<file path="config.mk">
export PLATFORM = sky130hd
export DESIGN_NAME = vic_top
export DESIGN_NICKNAME = d
export VERILOG_FILES = /design/src/rtl/vic_pkg.sv /design/src/rtl/vic_src_reg.sv /design/src/rtl/vic_mask_reg.sv /design/src/rtl/vic_prio_enc.sv /design/src/rtl/vic_top.sv
export SDC_FILE = /design/constraint.sdc
export NUM_CORES = 1
export LEC_CHECK = 0
export ABC_AREA = 1
export BUFFER_PORTS_ARGS = -buffer_cell sky130_fd_sc_hd__buf_2
export CAP_MARGIN = 20
export CORE_ASPECT_RATIO = 0.7
export CORE_MARGIN = 2
export CORE_UTILIZATION = 57
export DETAILED_ROUTE_END_ITERATION = 16
export PLACE_DENSITY_LB_ADDON = 0.08
export SYNTH_ARGS = -nofsm -noshare
export SYNTH_HDL_FRONTEND = slang
export SYNTH_HIERARCHICAL = 1
export SYNTH_SLANG_ARGS = --single-unit
</file>
<file path="constraint.sdc">
create_clock -name clk_i -period 3.29 [get_ports clk_i]
set_input_delay 0.1645 -clock clk_i [delete_from_list [all_inputs] [get_ports clk_i]]
set_output_delay 0.1645 -clock clk_i [all_outputs]
set_load 0.005 [all_outputs]
</file>
<file path="src/rtl/vic_pkg.sv">
package vic_pkg;
  parameter int unsigned NUM_SRC   = 16;
  parameter int unsigned DATA_W    = 16;
  parameter int unsigned ADDR_W    = 12;
  parameter int unsigned VEC_SHIFT = 2;

  localparam int unsigned LANES   = DATA_W / 8;
  localparam int unsigned IDX_W   = $clog2(NUM_SRC);
  // halfword index of each register (byte offset >> 1)
  localparam logic [ADDR_W-2:0] VEC_HW  = '0;
  localparam logic [ADDR_W-2:0] MASK_HW = (ADDR_W-1)'(1);

  typedef enum logic [1:0] {
    SEL_NONE = 2'd0,
    SEL_VEC  = 2'd1,
    SEL_MASK = 2'd2
  } reg_sel_e;
endpackage

</file>
<file path="src/rtl/vic_src_reg.sv">
module vic_src_reg #(
  parameter int unsigned N = 16
) (
  input  logic         clk_i,
  input  logic         rst_ni,
  input  logic [N-1:0] lines_i,
  output logic [N-1:0] src_o
);
  for (genvar g = 0; g < N; g++) begin : g_bit
    always_ff @(posedge clk_i or negedge rst_ni) begin
      if (!rst_ni) src_o[g] <= 1'b0;
      else         src_o[g] <= lines_i[g];
    end
  end
endmodule

</file>
<file path="src/rtl/vic_mask_reg.sv">
module vic_mask_reg #(
  parameter int unsigned W = 16
) (
  input  logic           clk_i,
  input  logic           rst_ni,
  input  logic           wr_i,
  input  logic [W/8-1:0] be_i,
  input  logic [W-1:0]   wdata_i,
  output logic [W-1:0]   mask_d_o,
  output logic [W-1:0]   mask_q_o
);
  localparam int unsigned NL = W / 8;

  // per-lane merge: unselected lanes keep the held byte
  for (genvar l = 0; l < NL; l++) begin : g_lane
    always_comb begin
      if (wr_i && be_i[l]) mask_d_o[l*8 +: 8] = wdata_i[l*8 +: 8];
      else                 mask_d_o[l*8 +: 8] = mask_q_o[l*8 +: 8];
    end
  end

  always_ff @(posedge clk_i or negedge rst_ni) begin
    if (!rst_ni) mask_q_o <= '0;
    else         mask_q_o <= mask_d_o;
  end
endmodule

</file>
<file path="src/rtl/vic_prio_enc.sv">
module vic_prio_enc #(
  parameter int unsigned N     = 16,
  parameter int unsigned W     = 16,
  parameter int unsigned SHIFT = 2
) (
  input  logic [N-1:0] pend_i,
  output logic [W-1:0] vec_o
);
  localparam int unsigned CW = $clog2(N + 1);

  logic [CW-1:0] code;

  // scan from the top so the lowest set index is kept last
  always_comb begin
    code = '0;
    for (int i = N - 1; i >= 0; i--) begin
      if (pend_i[i]) code = CW'(i + 1);
    end
  end

  assign vec_o = W'(code) << SHIFT;
endmodule

</file>
<file path="src/rtl/vic_top.sv">
module vic_top
  import vic_pkg::*;
(
  input  logic              clk_i,
  input  logic              rst_ni,
  input  logic [NUM_SRC-1:0] irq_lines_i,
  input  logic              req_i,
  input  logic              we_i,
  input  logic [ADDR_W-1:0] addr_i,
  input  logic [LANES-1:0]  be_i,
  input  logic [DATA_W-1:0] wdata_i,
  output logic [DATA_W-1:0] rdata_o,
  output logic              irq_o
);
  logic [NUM_SRC-1:0] src_q;
  logic [DATA_W-1:0]  mask_q;
  logic [DATA_W-1:0]  mask_d;
  logic [DATA_W-1:0]  vec;
  logic [NUM_SRC-1:0] pend;
  reg_sel_e           sel;
  logic               mask_wr;
  logic [DATA_W-1:0]  rd_mux;

  always_comb begin
    unique case (addr_i[ADDR_W-1:1])
      VEC_HW:  sel = SEL_VEC;
      MASK_HW: sel = SEL_MASK;
      default: sel = SEL_NONE;
    endcase
  end

  assign mask_wr = req_i && we_i && (sel == SEL_MASK);

  vic_src_reg #(.N(NUM_SRC)) u_src (
    .clk_i   (clk_i),
    .rst_ni  (rst_ni),
    .lines_i (irq_lines_i),
    .src_o   (src_q)
  );

  vic_mask_reg #(.W(DATA_W)) u_mask (
    .clk_i    (clk_i),
    .rst_ni   (rst_ni),
    .wr_i     (mask_wr),
    .be_i     (be_i),
    .wdata_i  (wdata_i),
    .mask_d_o (mask_d),
    .mask_q_o (mask_q)
  );

  assign pend = src_q & mask_q[NUM_SRC-1:0];

  vic_prio_enc #(.N(NUM_SRC), .W(DATA_W), .SHIFT(VEC_SHIFT)) u_enc (
    .pend_i (pend),
    .vec_o  (vec)
  );

  // next-state form keeps irq_o aligned with src_q/mask_q
  always_ff @(posedge clk_i or negedge rst_ni) begin
    if (!rst_ni) irq_o <= 1'b0;
    else         irq_o <= |(irq_lines_i & mask_d[NUM_SRC-1:0]);
  end

  always_comb begin
    unique case (sel)
      SEL_VEC:  rd_mux = vec;
      SEL_MASK: rd_mux = mask_q;
      default:  rd_mux = '0;
    endcase
  end

  always_ff @(posedge clk_i or negedge rst_ni) begin
    if (!rst_ni)              rdata_o <= '0;
    else if (req_i && !we_i)  rdata_o <= rd_mux;
  end
endmodule

</file>
After elaboration in Yosys (flattened, before gate mapping)
Cells that the tools add are included.
{ "classes": {"n_eq_ne": 3, "reduce_logical": 8, "n_mux": 20, "n_bitwise": 2} }
{ "op_table": {"columns": ["operator", "n"], "rows": [
  ["two-way mux 5 bit", 16],
  ["bitwise AND 16 bit", 2],
  ["one-hot mux 16 bit (2 select lines)", 1],
  ["two-way mux 8 bit", 2],
  ["OR reduction 16 bit", 1],
  ["equality test 11 x 1 -> 1 bit, second input constant", 1],
  ["logical NOT 11 bit", 1],
  ["logical AND 1 bit", 5],
  ["one-hot mux 2 bit (2 select lines)", 1],
  ["equality test 2 x 1 -> 1 bit, second input constant", 1],
  ["equality test 2 bit, second input constant", 1],
  ["logical NOT 1 bit", 1]
]} }
{ "totals": {"output_inout_bits": 17, "inputBits": 50, "reg_bits": 49} }

Depth between registers and ports, before layout
{ "logic_depth": {"depth_word": 18, "depth_mapped": 21, "ltp_nobuf": 21} }

Hierarchy
Netlist, hierarchy kept.
{ "modules_own_cells": {"columns": ["mod", "instances", "area_per_inst_um2", "cells_each"], "rows": [
  ["vic_top", 1, 1253.7, 210],
  ["vic_mask_reg", 1, 641.9, 70],
  ["vic_src_reg", 1, 400.4, 16],
  ["vic_prio_enc", 1, 285.3, 60]
]} }

Worst setup path after synthesis
Ideal clock, no wire load.
{ "synth_timing": {"path_kind": "input to register", "from": "input addr_i[10]", "to": "register irq_o", "path_buffers": 3, "path_slack_ns": 1.327, "stages": 18, "arrival_time_ns": 1.845, "required_time_ns": 3.171, "path_cell_list": "nor2_1 nand2_1 nor3_1 ha_1 buf_2 buf_2 nand2_1 nor2_1 buf_4 nand2_2 nand2_1 nand2_1 nand2_1 nand2_1 inv_1 nand2_1 nor2_1 nand2_1"} }
{ "synth_via": {"elab_chain_cells": 8, "elab_cells_between_ends": 11} }
{ "synth_lines": {"columns": ["item", "line", "text"], "rows": [
  ["from (decl)", "vic_top.sv:9", "input logic [ADDR_W-1:0] addr_i,"],
  ["equality test 11 x 1 -> 1 bit / logical NOT 11 bit (equally long branches)", "vic_top.sv:25", "unique case (addr_i[ADDR_W-1:1])"],
  ["one-hot mux 2 bit (2 select lines) (*)", "vic_top.sv:25", null],
  ["equality test 2 bit (*)", "vic_top.sv:32", "assign mask_wr = req_i && we_i && (sel == SEL_MASK);"],
  ["logical AND 1 bit (*)", "vic_top.sv:32", null],
  ["net mask_wr", "vic_top.sv:21", "logic mask_wr;"],
  ["logical AND 1 bit (*)", "vic_mask_reg.sv:17", "if (wr_i && be_i[l]) mask_d_o[l*8 +: 8] = wdata_i[l*8 +: 8];"],
  ["two-way mux 8 bit (*)", "vic_mask_reg.sv:17", null],
  ["net mask_d[15]", "vic_top.sv:17", "logic [DATA_W-1:0] mask_d;"],
  ["bitwise AND 16 bit (*)", "vic_top.sv:61", "else irq_o <= |(irq_lines_i & mask_d[NUM_SRC-1:0]);"],
  ["OR reduction 16 bit (*)", "vic_top.sv:61", null],
  ["to (signal assigned)", "vic_top.sv:61", null],
  ["to (decl)", "vic_top.sv:13", "output logic irq_o"]
]} }
Mark *: on every way through the listed nets, which the timed path passes. The rest lies on a longest branch.
A chain may end at the register's enable or synchronous reset.

Final worst setup path
{ "layout_timing": {"from": "input addr_i[2]", "to": "register irq_o"} }
The elaborated chain is that of the path after synthesis.

==> results.py <==
metrics = {
    "run_status": {
        "status": "finished clean",
    },
    "clock_tree": {
        "htreeDepth": 2,
        "cts_tree": "done",
        "numCtsBuffers": 5,
        "clock-sinks": 49,
        "cts_resized": 0,
        "clk-insertion-delay-late_ns": 0.30,
        "clkTransAtPathRegs_ns": 0.09,
        "cts_root_buffer": "clkbuf_8",
        "hold_buffers": 16,
        "post_cts_buffers": 0,
        "clockBufferDepth": 2,
    },
    "critical_path": {
        "cpMostUsedCell": "nand2_1",
        "worst-path-buf-inv": 3,
        "cp.required_ns": 3.48,
        "worst-r2r-cell-count": 11,
        "path_cells": "buf_2 > nor2_1 > nand3_1 > nor3_1 > ha_1 > buf_4 > nand2_1 > nor2_1 > nand2_2 > nand2_1 > nand2_1 > nand2_1 > nand2_1 > inv_1 > nand2_1 > nor2_1 > nand2_1",
        "startpoint_type": "input port",
        "worstPathArrival_ns": 2.44,
        "rrSetupSlack_ns": 1.52,
        "cpLargestDelayFamily": "simple AND/OR/NAND/NOR gates",
        "crit_path_end_kind": "register",
        "slowest_delay_ns": 0.45,
        "cp.depth": 17,
        "crit_type": "input port to register",
        "endpoint": "irq_o",
        "crit_fanout": 17,
        "reg2reg_to": "rdata_o[6]",
        "reg2reg_from": "u_mask/mask_q_o[13]",
        "slowest_stage": "nor2_1",
        "cp-startpoint": "addr_i[2]",
    },
    "yosys": {
        "synth-seq-cells": 49,
        "syn_area_sq_mm": 0.00258,
        "synth_area_leaders": "dfrtp_1 (48%), nand2_1 (23%), inv_1 (8.6%)",
        "netlist_instances": 356,
        "seq_area_frac_synth_pct": 47.5,
        "syn_avg_cell_area_sq_um": 7.25,
        "synth_top_area_share_pct": 47.5,
        "yosysWarningCount": 6,
        "yosysTopAreaCell": "dfrtp_1",
        "yosysUniqueCellTypes": 21,
    },
    "worst_hold_path": {
        "hold_path_class": "input port to register",
    },
    "routing": {
        "remaining_drc_errors": 0,
        "avgViaCountPerCell": 4.58,
        "postRouteAntennaNets": 0,
        "vias": 2259,
        "wl_per_cell_um": 11.1,
        "drtIter0Drc": 130,
        "finalWirelength_um": 5480,
        "drtPass1Iterations": 7,
    },
    "power": {
        "power_density_mw_per_mm2": 331,
        "p_total_mw": 1.05,
        "power_leakage_nw": 1.87,
        "combPwrFrac_pct": 7.2,
        "p_int_mw": 0.802,
        "p_sw_mw": 0.245,
        "seqPwrFrac_pct": 58.8,
        "worst_ir_drop_vdd_mv": 0.255,
        "power_frac_clock_pct": 34.0,
        "switching_share_pct": 23.4,
    },
    "timing": {
        "min_period_ns": 2.25,
        "tightestPinTransition_ns": 0.674,
        "slew_viol_final": 0,
        "finalSetupViolCount": 0,
        "slew_headroom_pct": 55.1,
        "fin_skew_ns": 0.00784,
        "final_hold_viol_count": 0,
        "tns_ns": 0,
        "max_freq_mhz": 445,
        "post-route-period-util_pct": 68.3,
        "rsz0062_at_grt": "false",
    },
    "grt": {
        "grt_overflow": 0,
        "grt_max_degree": 50,
        "grt_usage_pct": 23.3,
        "grt_first_pass_wirelength_um": 9000,
        "grt_pass1_vias": 2059,
        "grt_antenna_before_repair": 0,
    },
    "final_layout": {
        "syn_to_final_growth_pct": 22.4,
        "drive_gt1_share_pct": 20.5,
        "nets": 489,
        "diodes": 0,
        "final_common_cell": "nand2_1",
        "nFillCells": 368,
        "final_cell_mix": "nand2_1 (161), buf_2 (65), inv_1 (59)",
    },
    "floorplanning": {
        "num_rows": 20,
        "die_h_um": 60.3,
        "die_w_um": 84.4,
        "start_util_pct": 59.3,
        "core_area_sq_mm": 0.00435,
        "dieArea_sq_mm": 0.00509,
        "io-pin-count": 67,
    },
    "placement": {
        "gp_congestion": 0.810,
        "portBuffers": 65,
        "dp_hpwl_um": 4090,
    },
    "run": {
        "cap_violations": 0,
    },
}
## worst min path at each step
| stage | end | slack, ns | start | cells after the start |
|---|---|---|---|---|
| floorplan | irq_o | -0.13 | rst_ni | 0 |
| global placement | u_src/src_o[4] | 0.29 | irq_lines_i[4] | 1 |
| detailed placement | u_src/src_o[4] | 0.29 | irq_lines_i[4] | 1 |
| CTS | u_mask/mask_q_o[13] | 0.08 | rst_ni | 1 |
| global route | u_mask/mask_q_o[1] | 0.1 | wdata_i[1] | 3 |
| finish | u_mask/mask_q_o[3] | 0.10 | wdata_i[3] | 3 |
## cell type report
cell class	count	area (sq um)	area share, %
Clock buffer	5	68.8	2.18
Tap cell	55	68.8	2.18
Multi-Input combinational cell	236	1010	32.1
Clock inverter	3	21.3	0.673
Sequential cell	49	1230	38.8
Timing Repair Buffer	86	538	17.0
Inverter	59	221	7.01
## layer usage
| layer | GRT usage [%] | part of all wire, % | vias to the layer above |
|---|---|---|---|
| met5 | 0 | 0 | - |
| li1 | - | - | 1198 |
| met2 | 37.3 | 44 | 66 |
| met3 | 5.52 | 5.1 | 6 |
| met4 | 7.26 | 1.3 | 0 |
| met1 | 32.3 | 50 | 989 |
## cells by family (layout without fill, tap and decap cells)
family,Yosys count,after routing,share of synthesized area [%]
and+or+nand+nor,203,203,31.2
buffers and inverters,81,153,14.6
DFF,49,49,47.5
AOI/OAI and AO/OA,20,20,5.53
adders and majority gates,2,2,0.969
other,1,11,0.145
## cells in the mapped netlist (all sizes together)
cell    instances
nand2         164
inv            59
dfrtp          49
buf            20
nand3          19
o21ai          16
nor2           14
a21oi           2
clkbuf          2
ha              2
nand4           2
nor3            2
a31oi           1
conb            1
nor4            1
o311ai          1
or2             1
## through the flow
| stage | worst slack, ns | util (%) | hold WS [ns] | instances | cell area (sq um) |
|---|---|---|---|---|---|
| 2_1_floorplan | 1.33 | - | -0.131 | 366 | 2620 |
| 3_3_place_gp | 0.767 | 66.1 | 0.287 | 467 | 2880 |
| 3_5_place_dp | 0.715 | 66.1 | 0.288 | 467 | 2880 |
| 4_1_cts | 1.06 | 71.9 | 0.0765 | 491 | 3130 |
| 5_1_grt | 0.789 | 72.6 | 0.0964 | 493 | 3160 |
| 6_report | 1.04 | 72.6 | 0.100 | 493 | 3160 |
## sequential cells by signal, summed over array words and instances, names as in the netlist
register and flops:
rdata_o 16, u_src/src_o 16, u_mask/mask_q_o 16, irq_o 1
## tightest hold or removal path, delay by kind of cell
kind / cells / cell delay, ns
and+or+nand+nor: 2 / 0.13
buffers and inverters: 1 / 0.08
## power groups by stage
stage / combinational [mW] / sequential (mW) / clock (mW)
6_report: 0.0758 / 0.615 / 0.356
5_1_grt: 0.0853 / 0.616 / 0.398
4_1_cts: 0.0720 / 0.615 / 0.365
3_5_place_dp: 0.0575 / 0.627 / 0
3_3_place_gp: 0.0565 / 0.627 / 0
2_1_floorplan: 0.0227 / 0.627 / 0
No activity file was read; power rests on OpenSTA's default activity.
